===== config.mk =====
export PLATFORM = sky130hd
export DESIGN_NAME = irq_wake_ctrl
export DESIGN_NICKNAME = d
export VERILOG_FILES = /design/src/rtl/intc_pkg.sv /design/src/rtl/irq_wake_dp.sv /design/src/rtl/irq_wake_fsm.sv /design/src/rtl/irq_wake_ctrl.sv
export SDC_FILE = /design/constraint.sdc
export NUM_CORES = 1
export LEC_CHECK = 0
export BUFFER_PORTS_ARGS = -buffer_cell sky130_fd_sc_hd__buf_4
export CAP_MARGIN = 20
export CORE_UTILIZATION = 35
export CTS_CLUSTER_SIZE = 24
export DETAILED_ROUTE_END_ITERATION = 12
export MAX_ROUTING_LAYER = met4
export PLACE_DENSITY = 0.52
export SLEW_MARGIN = 25
export SYNTH_ARGS = -nofsm -noshare
export SYNTH_HDL_FRONTEND = slang
export SYNTH_SLANG_ARGS = --single-unit

===== constraint.sdc =====
create_clock -name clk -period 2.81 [get_ports clk]
set_input_delay 0.281 -clock clk [delete_from_list [all_inputs] [get_ports clk]]
set_output_delay 0.281 -clock clk [all_outputs]
set_load 0.05 [all_outputs]

===== src/rtl/intc_pkg.sv =====
package intc_pkg;
  parameter int unsigned SRC_COUNT = 32;
  parameter int unsigned HALF_W    = 16;
  localparam int unsigned NUM_HALF = SRC_COUNT / HALF_W;
  localparam int unsigned NUM_REGS = 1 + 2 * NUM_HALF;
  localparam int unsigned ADDR_W   = $clog2(NUM_REGS + 1);

  // Write strobes from control to datapath
  typedef struct packed {
    logic                wrMaster;
    logic [NUM_HALF-1:0] wrEn;
    logic [NUM_HALF-1:0] clrPend;
    logic [HALF_W-1:0]   data;
  } strobe_t;
endpackage


===== src/rtl/irq_wake_dp.sv =====
module irq_wake_dp
  import intc_pkg::*;
(
  input  logic                 clk,
  input  logic                 rstN,
  input  strobe_t              strb,
  input  logic [ADDR_W-1:0]    rdAddr,
  input  logic [SRC_COUNT-1:0] srcPulse,
  output logic [HALF_W-1:0]    masterQ,
  output logic [HALF_W-1:0]    masterNext,
  output logic [SRC_COUNT-1:0] enQ,
  output logic [SRC_COUNT-1:0] enNext,
  output logic [SRC_COUNT-1:0] pendQ,
  output logic [SRC_COUNT-1:0] pendNext,
  output logic [HALF_W-1:0]    rdData
);
  assign masterNext = strb.wrMaster ? strb.data : masterQ;

  always_ff @(posedge clk) begin
    if (!rstN) masterQ <= '0;
    else       masterQ <= masterNext;
  end

  for (genvar h = 0; h < NUM_HALF; h++) begin : g_half
    logic [HALF_W-1:0] clrMask;
    assign clrMask = strb.clrPend[h] ? strb.data : '0;
    assign enNext[h*HALF_W +: HALF_W] = strb.wrEn[h] ? strb.data : enQ[h*HALF_W +: HALF_W];
    // A raise in the same cycle as a clear wins
    assign pendNext[h*HALF_W +: HALF_W] =
      (pendQ[h*HALF_W +: HALF_W] & ~clrMask) | srcPulse[h*HALF_W +: HALF_W];

    always_ff @(posedge clk) begin
      if (!rstN) begin
        enQ[h*HALF_W +: HALF_W]   <= '0;
        pendQ[h*HALF_W +: HALF_W] <= '0;
      end else begin
        enQ[h*HALF_W +: HALF_W]   <= enNext[h*HALF_W +: HALF_W];
        pendQ[h*HALF_W +: HALF_W] <= pendNext[h*HALF_W +: HALF_W];
      end
    end
  end

  always_comb begin
    rdData = '0;
    if (rdAddr == '0) rdData = masterQ;
    for (int h = 0; h < NUM_HALF; h++) begin
      if (rdAddr == ADDR_W'(1 + h))            rdData = enQ[h*HALF_W +: HALF_W];
      if (rdAddr == ADDR_W'(1 + NUM_HALF + h)) rdData = pendQ[h*HALF_W +: HALF_W];
    end
  end
endmodule


===== src/rtl/irq_wake_fsm.sv =====
module irq_wake_fsm
  import intc_pkg::*;
(
  input  logic                 clk,
  input  logic                 rstN,
  input  logic                 regWr,
  input  logic [ADDR_W-1:0]    regAddr,
  input  logic [HALF_W-1:0]    regWrData,
  input  logic [SRC_COUNT-1:0] srcPulse,
  input  logic [HALF_W-1:0]    masterNext,
  input  logic [SRC_COUNT-1:0] enQ,
  input  logic [SRC_COUNT-1:0] enNext,
  input  logic [SRC_COUNT-1:0] pendNext,
  output strobe_t              strb,
  output logic                 irqQ,
  output logic                 wakeQ
);
  logic [NUM_HALF-1:0] wrEnVec;
  logic [NUM_HALF-1:0] clrVec;

  for (genvar h = 0; h < NUM_HALF; h++) begin : g_dec
    assign wrEnVec[h] = regWr && (regAddr == ADDR_W'(1 + h));
    assign clrVec[h]  = regWr && (regAddr == ADDR_W'(1 + NUM_HALF + h));
  end

  always_comb begin
    strb.wrMaster = regWr && (regAddr == '0);
    strb.wrEn     = wrEnVec;
    strb.clrPend  = clrVec;
    strb.data     = regWrData;
  end

  always_ff @(posedge clk) begin
    if (!rstN) begin
      irqQ  <= 1'b0;
      wakeQ <= 1'b0;
    end else begin
      irqQ  <= (|masterNext) && (|(enNext & pendNext));
      wakeQ <= |(srcPulse & enQ);
    end
  end
endmodule


===== src/rtl/irq_wake_ctrl.sv =====
module irq_wake_ctrl
  import intc_pkg::*;
(
  input  logic                 clk,
  input  logic                 rstN,
  input  logic                 regWr,
  input  logic [ADDR_W-1:0]    regAddr,
  input  logic [HALF_W-1:0]    regWrData,
  output logic [HALF_W-1:0]    regRdData,
  input  logic [SRC_COUNT-1:0] srcPulse,
  output logic                 irqOut,
  output logic                 wakeOut
);
  strobe_t              strb;
  logic [HALF_W-1:0]    masterQ, masterNext;
  logic [SRC_COUNT-1:0] enQ, enNext, pendQ, pendNext;

  irq_wake_fsm u_ctrl (
    .clk(clk), .rstN(rstN), .regWr(regWr), .regAddr(regAddr),
    .regWrData(regWrData), .srcPulse(srcPulse), .masterNext(masterNext),
    .enQ(enQ), .enNext(enNext), .pendNext(pendNext),
    .strb(strb), .irqQ(irqOut), .wakeQ(wakeOut)
  );

  irq_wake_dp u_dp (
    .clk(clk), .rstN(rstN), .strb(strb), .rdAddr(regAddr), .srcPulse(srcPulse),
    .masterQ(masterQ), .masterNext(masterNext), .enQ(enQ), .enNext(enNext),
    .pendQ(pendQ), .pendNext(pendNext), .rdData(regRdData)
  );
endmodule


# [After elaboration in Yosys (flattened, before gate mapping)]
# Cells that the tools add are included.
[word_totals] regBits=82 in_bits=54 wordCells=39
[op_classes] n_eq_ne=4 mux=10 bitwise_logic=8 reduce_logical=10
[op_table] operator="16-bit 2-to-1 mux" count=10
[op_table] operator="32-bit AND" count=2
[op_table] operator="32-bit OR reduction" count=2
[op_table] operator="16-bit AND" count=2
[op_table] operator="16-bit inverter" count=2
[op_table] operator="16-bit OR" count=2
[op_table] operator="16-bit OR reduction" count=1
[op_table] operator="3-bit by 2-bit == test with 1-bit output, second input constant" count=2
[op_table] operator="1-bit logical AND" count=6
[op_table] operator="3-bit by 1-bit == test with 1-bit output, second input constant" count=1
[op_table] operator="3-bit == test, second input constant" count=1
[op_table] operator="3-bit logical NOT" count=1

# [Longest topological paths before layout]
[logic_depth] depth_word=9 depth_mapped=8 mapped_depth_nobuf=6

# [By module]
# A second synthesis with hierarchy kept.
[unflattened] cells_unflattened=463 hier_area_um2=4331.7
[by_module_without_submodules] module="irq_wake_dp" n_inst=1 cells_per_inst=388 area_per_inst_um2=3774.9 seq_area_each_um2=1601.5
[by_module_without_submodules] module="irq_wake_fsm" n_inst=1 cells_per_inst=75 area_per_inst_um2=556.8 seq_area_each_um2=40.0

# [Worst setup path before layout]
# No wires, ideal clock.
[synth_timing] path_kind="input-to-output" startpoint="input port regAddr[0]" endpoint="output port regRdData[10]" arrival_time_ns=2.200 setup_slack_ns=0.329 path_stages=5 n_path_buf=2 path_cell_list="buf_2 buf_1 mux4_2 inv_1 o21ai_0"
[synth_between] elab_chain_cells=6 elab_cells_between_ends=10
[synth_lines] element="from (decl)" line="irq_wake_ctrl.sv:7" rtl="input logic [ADDR_W-1:0] regAddr,"
[synth_lines] element="3-bit logical NOT" line="irq_wake_dp.sv:45" rtl="if (rdAddr == '0) rdData = masterQ;"
[synth_lines] element="16-bit 2-to-1 mux" line="irq_wake_dp.sv:45"
[synth_lines] element="16-bit 2-to-1 mux" line="irq_wake_dp.sv:47" rtl="if (rdAddr == ADDR_W'(1 + h)) rdData = enQ[h*HALF_W +: HALF_W];"
[synth_lines] element="16-bit 2-to-1 mux" line="irq_wake_dp.sv:48" rtl="if (rdAddr == ADDR_W'(1 + NUM_HALF + h)) rdData = pendQ[h*HALF_W +: HALF_W];"
[synth_lines] element="16-bit 2-to-1 mux" line="irq_wake_dp.sv:47"
[synth_lines] element="16-bit 2-to-1 mux *" line="irq_wake_dp.sv:48"
[synth_lines] element="to (decl)" line="irq_wake_ctrl.sv:9" rtl="output logic [HALF_W-1:0] regRdData,"
# Every way passes the cells marked *; elsewhere a longest branch is shown, timed or not.

# [Worst setup path after layout]
[layout_timing] startpoint="input port regAddr[0]" endpoint="register u_ctrl.irqQ"
[layout_between] elab_chain_cells=9 elab_cells_between_ends=25
[layout_lines] element="3-bit by 2-bit == test with 1-bit output or 3-bit == test (tied branches)" line="irq_wake_fsm.sv:23" rtl="assign clrVec[h] = regWr && (regAddr == ADDR_W'(1 + NUM_HALF + h));"
[layout_lines] element="1-bit logical AND" line="irq_wake_fsm.sv:23"
[layout_lines] element="16-bit 2-to-1 mux" line="irq_wake_dp.sv:26" rtl="assign clrMask = strb.clrPend[h] ? strb.data : '0;"
[layout_lines] element="16-bit inverter" line="irq_wake_dp.sv:30" rtl="(pendQ[h*HALF_W +: HALF_W] & ~clrMask) | srcPulse[h*HALF_W +: HALF_W];"
[layout_lines] element="16-bit AND" line="irq_wake_dp.sv:30"
[layout_lines] element="16-bit OR" line="irq_wake_dp.sv:30"
[layout_lines] element="32-bit AND" line="irq_wake_fsm.sv:38" rtl="irqQ <= (|masterNext) && (|(enNext & pendNext));"
[layout_lines] element="32-bit OR reduction" line="irq_wake_fsm.sv:38"
[layout_lines] element="1-bit logical AND *" line="irq_wake_fsm.sv:38"
[layout_lines] element="to (signal assigned)" line="irq_wake_fsm.sv:38"
[layout_lines] element="to (decl)" line="irq_wake_fsm.sv:15" rtl="output logic irqQ,"
# Marks and branches as above.
# A chain may end at the register's enable or synchronous reset.

==> reports/results.ini <==
[worst_setup_path]
path_cells=buf_4, and4bb_1, mux2i_1, o32ai_1, or4_1, nor4_2, a21oi_1
worst-path-buf-inv=1
path_class=in2reg
slowest_delay_ns=0.60
start_kind=input pin
slowest_stage=and4bb_1
end_kind=flop
cp_max_fo=16
critical_path_required_ns=3.03
critPathTopFamily=simple AND/OR/NAND/NOR gates
cp.arrival_ns=2.46

[cells_and_area]
nets=552
areaGrowthSynthToFinish_pct=25.3
final_area_um2=4980
drive_above_1_share_pct=24.5
n_antenna_cell=0

[placement]
portBuffers=71
gp_congestion=0.876
dpl_cell_area_um2=4690
dp_hpwl_um=10100

[timing]
relSlewSlack_pct=41.7
slew_viol_final=0
max_freq_ghz=0.446
hold_viol=0
fin_tns_setup_ns=0
setup_violations=0
worstMarginPinSlew_ns=0.875
fin_skew_ns=0.00466
min_period_ns=2.24
grt_setup_unrepaired=false
min_period_over_period_pct=79.8

[job]
max_cap_viol_count=0

[yosys]
synth_top_area_cell=dfxtp_1
yosysSeqAreaShare_pct=41.3
yosysUniqueCellTypes=41
synth-edff-count=0
synth-main-ff-cell=dfxtp_1
yosys_warnings=0
ys_async_sr_fraction_pct=0
synth_area_um2=3970
syn_inst=424
synth_top_cell_area_share_pct=41.3
synth_area_leaders=dfxtp_1 (41%), mux2i_1 (12%), mux4_2 (9.1%)
yosys_register_bits=82
yosys.cell_count.top_type=nor2_1
syn_nets=478
avgSynthCellArea_um2=9.37
synthTopCellsByCount=nor2_1 (87), dfxtp_1 (82), mux2i_1 (48), nand2_1 (26)

[floorplanning]
die-area_um2=11800
initial_core_util_pct=36.3
die_w_um=109
rows=38
core_area_um2=10900
io_pins=72
dieHeight_um=109

[routing]
wl_per_cell_um=20.8
post-route-drc-count=0
first_pass_iters=4
drt_wl_total_um=13400
vias_per_cell=5.51
drt_iter0_markers=177
ant_nets=0
num_vias=3543

[clock_network]
cts_resized=0
clock_sinks=82
worstSkewPairLatency_ns=0.34
cts_tree=yes
htree_levels=3
clk_pin_slew_ns=0.06
cts_buffers=9
ctsHoldBuffers=0
root_buffer=clkbuf_16
ctsLongestPathBuffers=2
post_cts_buffers=0

[power_and_ir_drop]
p_per_area_nw_per_um2=565
power.leakage_nw=1.91
peakVddDrop_mv=0.423

[status]
outcome=finished clean

[global_routing]
antenna_found_initial=0
grt_use_total_pct=25.0
grt_pass1_vias=3517
grt_max_degree=82
grt_remaining_overflow=0
grt_pass1_wl_um=20500

[min_path]
min_path_type=in2reg

## cells in the final DEF (no fill, tap or decap), drive strengths merged, types with 2 or more instances in the layout
| cell type | n |
|---|---|
| a21boi | 5 |
| a22o | 4 |
| inv | 17 |
| nand4 | 7 |
| and4bb | 3 |
| nor2 | 87 |
| nor4 | 3 |
| nor3b | 9 |
| a221oi | 4 |
| o22ai | 12 |
| a22oi | 8 |
| clkbuf | 14 |
| o21ai | 16 |
| or4 | 2 |
| a21oi | 10 |
| buf | 86 |
| dfxtp | 82 |
| o32ai | 8 |
| mux2i | 48 |
| o2111ai | 2 |
| mux4 | 16 |
| o21bai | 5 |
| nand2 | 26 |
| clkinv | 2 |
| nor3 | 10 |
| nand2b | 9 |
## layout make-up
cell class,count,area (um^2)
Inverter,17,63.8
Tap cell,140,175
Fill cell,1083,5960
Clock inverter,2,10.0
Clock buffer,14,274
Multi-Input combinational cell,302,2140
Timing Repair Buffer,86,671
Sequential cell,82,1640
## power by group
group	total, mW	leakage [nW]	internal [mW]	switching, mW
Combinational	0.448	1.09	0.184	0.264
Sequential	1.25	0.673	1.22	0.0307
Clock	1.12	0.143	0.669	0.450
## worst min-delay path, stage by stage
cell,delay (ns)
buf_4,0.10
nor2_1,0.04
nor2_1,0.06
## metrics by stage
| stage | utilization [%] | hold slack (ns) | std cells | setup slack, ns | total power, mW |
|---|---|---|---|---|---|
| after floorplan | - | 0.402 | 424 | 0.329 | 1.52 |
| after global placement | 42.9 | 0.480 | 627 | 0.245 | 1.72 |
| after detailed placement | 42.9 | 0.502 | 627 | 0.234 | 1.72 |
| after CTS | 45.5 | 0.185 | 643 | 0.573 | 2.84 |
| after global routing | 45.5 | 0.199 | 643 | 0.445 | 2.92 |
| final | 45.5 | 0.189 | 643 | 0.568 | 2.81 |
## worst paths after layout
check	cells past startpoint	startpoint	to	slack, ns
hold reg to reg	2	u_dp.pendQ[29]	u_dp.pendQ[29]	0.51
setup / recovery	7	regAddr[0]	u_ctrl.irqQ	0.57
hold / removal	3	srcPulse[2]	u_dp.pendQ[2]	0.19
setup reg to reg	5	u_dp.pendQ[20]	u_ctrl.irqQ	1.10
## cells by family (layout without fill, tap and decap cells)
family	after synthesis	count (layout)	synth area share, %
AOI/OAI and AO/OA	76	76	13.0
buffers and inverters	40	119	4.91
DFF	82	82	41.3
muxes	64	64	21.2
and+or+nand+nor	162	162	19.6
## sequential cells by signal, indices dropped and copies added, names as in the netlist
register / cells
u_dp.masterQ: 16
u_ctrl.irqQ: 1
u_dp.pendQ: 32
u_dp.enQ: 32
u_ctrl.wakeQ: 1
## per-layer routing
metal  part of all wire [%]  up-vias  wire, um  GRT usage (%)
met2                     49      104      6520           40.4
met4                    1.5        0       204           7.05
met3                    4.8       16       647           5.12
li1                       -     1687         -              -
met1                     45     1736      6020           31.7
met5                      0        -         0              -
No activity file was read; power rests on OpenSTA's default activity.
